[src/rtl/mcs_pkg.sv]
package mcs_pkg;

  typedef enum logic [1:0] {
    RGN_NONE = 2'd0,
    RGN_LOW  = 2'd1,
    RGN_MID  = 2'd2,
    RGN_BIOS = 2'd3
  } region_e;

  // implemented control bit positions
  localparam int BIT_MID_RD  = 0;
  localparam int BIT_MID_WR  = 1;
  localparam int BIT_BIOS_RD = 2;
  localparam int BIT_BIOS_WR = 3;
  localparam int BIT_MASTER  = 4;
  localparam int CTRL_BITS   = 5;

endpackage

[src/rtl/mcs_rst_sync.sv]
module mcs_rst_sync #(
  parameter int STAGES = 2
) (
  input  logic clk,
  input  logic rst_n,
  output logic rst_sync_n
);

  logic [STAGES-1:0] sync_q;
  logic [STAGES-1:0] sync_d;

  always_comb begin
    sync_d = {sync_q[STAGES-2:0], 1'b1};
  end

  always_ff @(posedge clk or negedge rst_n) begin
    if (!rst_n) sync_q <= '0;
    else        sync_q <= sync_d;
  end

  assign rst_sync_n = sync_q[STAGES-1];

endmodule

[src/rtl/mcs_ctrl_reg.sv]
module mcs_ctrl_reg
  import mcs_pkg::*;
#(
  parameter int              REG_AW      = 8,
  parameter int              REG_DW      = 8,
  parameter logic [REG_AW-1:0] CTRL_OFFSET = 8'h44
) (
  input  logic                 clk,
  input  logic                 rst_n,
  input  logic [REG_AW-1:0]    reg_addr,
  input  logic                 reg_wr,
  input  logic [REG_DW-1:0]    reg_wdata,
  output logic [REG_DW-1:0]    reg_rdata,
  output logic [CTRL_BITS-1:0] ctrl
);

  localparam int PAD_W = REG_DW - CTRL_BITS;

  logic                 sel;
  logic                 ctrl_en;
  logic [CTRL_BITS-1:0] ctrl_d;
  logic [CTRL_BITS-1:0] ctrl_q;

  always_comb begin
    sel     = (reg_addr == CTRL_OFFSET);
    ctrl_en = sel && reg_wr;
    ctrl_d  = reg_wdata[CTRL_BITS-1:0];
  end

  always_ff @(posedge clk or negedge rst_n) begin
    if (!rst_n)       ctrl_q <= '0;
    else if (ctrl_en) ctrl_q <= ctrl_d;
  end

  always_comb begin
    reg_rdata = '0;
    if (sel) reg_rdata = {{PAD_W{1'b0}}, ctrl_q};
  end

  assign ctrl = ctrl_q;

endmodule

[src/rtl/mcs_region_decode.sv]
module mcs_region_decode
  import mcs_pkg::*;
#(
  parameter int                ADDR_W    = 32,
  parameter logic [ADDR_W-1:0] LOW_END   = 32'h0007_FFFF,
  parameter logic [ADDR_W-1:0] MID_BASE  = 32'h0008_0000,
  parameter logic [ADDR_W-1:0] MID_END   = 32'h0009_FFFF,
  parameter logic [ADDR_W-1:0] BIOS_BASE = 32'h000E_0000,
  parameter logic [ADDR_W-1:0] BIOS_END  = 32'h000F_FFFF
) (
  input  logic [ADDR_W-1:0] addr,
  output region_e           region
);

  logic in_low;
  logic in_mid;
  logic in_bios;

  always_comb begin
    in_low  = (addr <= LOW_END);
    in_mid  = (addr >= MID_BASE)  && (addr <= MID_END);
    in_bios = (addr >= BIOS_BASE) && (addr <= BIOS_END);
    if (in_low)       region = RGN_LOW;
    else if (in_mid)  region = RGN_MID;
    else if (in_bios) region = RGN_BIOS;
    else              region = RGN_NONE;
  end

endmodule

[src/rtl/mcs_access_gate.sv]
module mcs_access_gate
  import mcs_pkg::*;
(
  input  region_e              region,
  input  logic                 is_write,
  input  logic [CTRL_BITS-1:0] ctrl,
  output logic                 claim
);

  logic perm;

  always_comb begin
    unique case (region)
      RGN_LOW:  perm = 1'b1;
      RGN_MID:  perm = is_write ? ctrl[BIT_MID_WR]  : ctrl[BIT_MID_RD];
      RGN_BIOS: perm = is_write ? ctrl[BIT_BIOS_WR] : ctrl[BIT_BIOS_RD];
      default:  perm = 1'b0;
    endcase
    claim = ctrl[BIT_MASTER] && perm;
  end

endmodule

[src/rtl/mem_select_decoder.sv]
module mem_select_decoder
  import mcs_pkg::*;
#(
  parameter int ADDR_W     = 32,
  parameter int REG_AW     = 8,
  parameter int REG_DW     = 8,
  parameter int RST_STAGES = 2
) (
  input  logic              clk,
  input  logic              rst_n,
  input  logic [REG_AW-1:0] reg_addr,
  input  logic              reg_wr,
  input  logic [REG_DW-1:0] reg_wdata,
  output logic [REG_DW-1:0] reg_rdata,
  input  logic [ADDR_W-1:0] acc_addr,
  input  logic              acc_write,
  input  logic              acc_valid,
  output logic              mem_cs
);

  logic                 rst_sync_n;
  logic [CTRL_BITS-1:0] ctrl_q;
  region_e              region;
  logic                 claim;
  logic                 cs_d;
  logic                 cs_q;

  mcs_rst_sync #(.STAGES(RST_STAGES)) u_rst (
    .clk       (clk),
    .rst_n     (rst_n),
    .rst_sync_n(rst_sync_n)
  );

  mcs_ctrl_reg #(.REG_AW(REG_AW), .REG_DW(REG_DW)) u_ctrl (
    .clk      (clk),
    .rst_n    (rst_sync_n),
    .reg_addr (reg_addr),
    .reg_wr   (reg_wr),
    .reg_wdata(reg_wdata),
    .reg_rdata(reg_rdata),
    .ctrl     (ctrl_q)
  );

  mcs_region_decode #(.ADDR_W(ADDR_W)) u_dec (
    .addr  (acc_addr),
    .region(region)
  );

  mcs_access_gate u_gate (
    .region  (region),
    .is_write(acc_write),
    .ctrl    (ctrl_q),
    .claim   (claim)
  );

  always_comb begin
    cs_d = acc_valid && claim;
  end

  always_ff @(posedge clk or negedge rst_sync_n) begin
    if (!rst_sync_n) cs_q <= 1'b0;
    else             cs_q <= cs_d;
  end

  assign mem_cs = cs_q;

endmodule

[config.mk]
export PLATFORM = sky130hd
export DESIGN_NAME = mem_select_decoder
export DESIGN_NICKNAME = d
export VERILOG_FILES = /design/src/rtl/mcs_pkg.sv /design/src/rtl/mcs_rst_sync.sv /design/src/rtl/mcs_ctrl_reg.sv /design/src/rtl/mcs_region_decode.sv /design/src/rtl/mcs_access_gate.sv /design/src/rtl/mem_select_decoder.sv
export SDC_FILE = /design/constraint.sdc
export NUM_CORES = 1
export LEC_CHECK = 0
export BUFFER_PORTS_ARGS = -buffer_cell sky130_fd_sc_hd__buf_2
export CAP_MARGIN = 20
export CORE_MARGIN = 10
export CORE_UTILIZATION = 31
export DETAILED_ROUTE_END_ITERATION = 12
export PLACE_DENSITY = 0.87
export REMOVE_ABC_BUFFERS = 1
export SLEW_MARGIN = 10
export SYNTH_ARGS = -nofsm -noshare
export SYNTH_HDL_FRONTEND = slang
export SYNTH_HIERARCHICAL = 1
export SYNTH_SLANG_ARGS = --single-unit
[constraint.sdc]
create_clock -name clk -period 2.05 [get_ports clk]
set_input_delay 0.5125 -clock clk [delete_from_list [all_inputs] [get_ports clk]]
set_output_delay 0.5125 -clock clk [all_outputs]
set_load 0.02 [all_outputs]
==> results.py <==
metrics = {
    "route": {
        "num_vias": 446,
        "first_iter_violations": 1,
        "drc": 0,
        "vias_per_cell": 4.51,
        "dr.pass1.iters": 4,
        "final_antenna_net_count": 0,
        "wirelength_mm": 1.38,
        "routedWlPerCell_um": 13.9,
    },
    "critical_path": {
        "critical-path-max-stage-delay_ns": 0.54,
        "cp_data_required_time_ns": 1.54,
        "crit_slowest_cell": "or4_4",
        "path_buf_inv": 2,
        "worstPathArrival_ns": 1.56,
        "crit_path_end_kind": "primary output",
        "reg2reg_depth": 4,
        "cp-start-kind": "primary input",
        "r2r_start": "u_ctrl/ctrl[1]",
        "timing.rr.end": "mem_cs",
        "r2r_slack_ns": 0.92,
        "crit_top_cell": "buf_6",
        "crit_type": "primary input to primary output",
        "critPathTopFamily": "simple AND/OR/NAND/NOR gates",
        "path_max_fanout": 5,
        "cp_cell_sequence": "buf_6, or4_4, nor2_4, and2_1, buf_6",
    },
    "global_routing": {
        "antenna_found_initial": 0,
        "grt_max_degree": 7,
        "grt_pass1_vias": 504,
        "grt_usage_pct": 7.77,
        "grt_overflow_total": 0,
        "grt_first_pass_wirelength_mm": 2.11,
    },
    "sta": {
        "max_freq_mhz": 483,
        "drv_slew": 0,
        "setup_ws_ns": -0.0202,
        "finalSetupViolations": 5,
        "skew_ns": 0.00149,
        "period_share_pct": 101,
        "setup_tns_ns": -0.0529,
        "fin_crit_ns": 2.07,
        "rsz0062_at_grt": "true",
        "hold_violations": 0,
    },
    "placed_design": {
        "dpl.cell_count": 96,
        "pre_cts_ws_ns": -0.164,
        "place_congestion": 0.695,
        "hpwl_mm": 1.25,
        "port_buffers": 38,
    },
    "cts": {
        "h-tree-depth": 1,
        "clkTransAtPathRegs_ns": 0.05,
        "cts_tree": "yes",
        "cts_made_buffers": 3,
        "cts_setup_buffers": 0,
        "holdBufCountCts": 0,
        "insertion_delay_ns": 0.25,
        "cts-root-buf": "clkbuf_4",
        "clkSinkCount": 8,
        "clk_path_buf_depth": 2,
    },
    "pwr": {
        "p_leak_nw": 0.398,
        "power_density_nw_per_um2": 459,
        "ir_drop_v": 0.000422,
    },
    "min_path": {
        "hold_class": "primary input to asynchronous set/reset pin",
    },
    "final_layout": {
        "fin_nets": 138,
        "fill_cells": 160,
        "insertedDiodeCount": 0,
        "drive_gt1_share_pct": 61.4,
        "area_growth_pct": 51.8,
        "stdcell_count": 99,
    },
    "job": {
        "max_cap_violations": 0,
    },
    "die": {
        "rows": 14,
        "die_h_um": 59.8,
        "die_area_um2": 3570,
        "fp.dieW_um": 59.8,
        "start_util_pct": 32.6,
        "core-area_um2": 1510,
        "io_pins": 62,
    },
    "status": {
        "violations": "setup timing",
        "status": "complete, but fails checks",
    },
    "synthesis": {
        "syn_area_per_cell_um2": 11.1,
        "synthCells": 44,
        "yosys_register_bits": 8,
        "yosysUniqueCellTypes": 20,
        "syn_area_um2": 490,
        "ys_warn_count": 6,
        "seq_area_frac_synth_pct": 40.8,
    },
}
==> stage by stage <==
step	util (%)	total power [mW]	cell area, um2	hold slack [ns]
after CTS	49.4	0.350	744	0.0299
after global placement	44.8	0.225	674	0.0873
after detailed placement	44.8	0.228	674	0.105
after floorplan	-	0.193	464	0.0678
final	49.4	0.342	744	0.0398
after global routing	49.4	0.368	744	0.0146
==> cells by family (layout without fill, tap and decap cells) <==
kind of cell / after synthesis / in the layout / share of synthesized area [%]
mux: 7 / 7 / 19.6
other cells: 2 / 4 / 1.53
xor+xnor: 1 / 1 / 1.79
buf+inv: 6 / 43 / 8.42
flops: 8 / 8 / 40.8
compound gates: 3 / 3 / 5.36
simple gates: 17 / 17 / 22.4
==> report_power, final <==
part	internal [mW]	switching [mW]	total, mW	leakage, nW
clock network	0.0667	0.0486	0.115	0.0138
registers	0.165	0.00564	0.171	0.106
logic	0.0350	0.0212	0.0561	0.278
total	0.267	0.0754	0.342	0.398
==> flip-flops by register name (all words and copies together), names as in the netlist <==
register and cells:
mem_cs 1, u_rst/sync_q 2, u_ctrl/ctrl 5
==> cell usage after synthesis <==
cell type  n  area share [%]
xnor2_1    1             1.8
a211oi_2   1             2.6
buf_4      3             4.6
nor4_1     2             2.6
a311oi_1   1             1.8
mux2i_1    1             2.0
mux2_1     1             2.3
a21oi_1    1             1.0
nor2_1     1            0.76
or3_1      1             1.3
nand4bb_1  1             2.3
mux2_4     5              15
conb_1     2             1.5
nand2_1    3             2.3
and2_1     6             7.7
dfrtp_1    8              41
or4_4      2             4.6
inv_1      2             1.5
nor3_1     1             1.0
buf_6      1             2.3
==> metal layers <==
layer,track usage (%),vias to the layer above,routed length [um]
met1,6.03,203,395
met2,15.0,17,819
met4,0,0,0
li1,-,226,-
met3,6.57,0,165
met5,0,-,0
==> worst reg2reg max path, stage by stage (launching register included) <==
cell,delay [ns]
dfrtp_1,0.38
mux2_1,0.30
a21oi_1,0.14
a311oi_1,0.06
and2_1,0.14
==> timing repair <==
item,4_1_cts,5_1_grt
gates resized for setup,14,0
endpoints found under the hold margin,0,0
pin swaps,1,0
setup endpoints to repair,5,5
cloned,0,0
==> worst max-delay path by stage <==
stage	start	end	slack [ns]	cells past startpoint
floorplan	reg_addr[1]	reg_rdata[0]	0.10	3
global placement	reg_addr[1]	reg_rdata[4]	-0.17	5
detailed placement	reg_addr[1]	reg_rdata[4]	-0.16	5
CTS	reg_addr[1]	reg_rdata[4]	-0.03	5
global route	reg_addr[1]	reg_rdata[4]	-0.07	5
finish	reg_addr[1]	reg_rdata[4]	-0.02	5
==> final cells by class <==
type / count / area [um2] / share of cell area, %
Multi-Input combinational cell: 32 / 267 / 35.8
Inverter: 2 / 7.51 / 1.01
Tap cell: 16 / 20.0 / 2.69
Sequential cell: 8 / 200 / 26.9
Clock buffer: 3 / 22.5 / 3.03
Timing Repair Buffer: 38 / 228 / 30.6
==> cell usage in the layout, fill, tap and decap left out <==
cell	count
inv_1	2
or3_1	1
dfrtp_1	8
and2_4	1
mux2_4	5
and2_1	5
or4_4	2
nor2_4	1
a21oi_1	1
mux2i_1	1
nand4bb_1	1
nor4_1	2
conb_1	4
mux2_1	1
nor3_1	1
buf_6	6
nand2_1	3
xnor2_1	1
a211oi_2	1
a311oi_1	1
clkbuf_4	3
buf_2	32
Note: power is estimated with default switching activity, not from simulation.
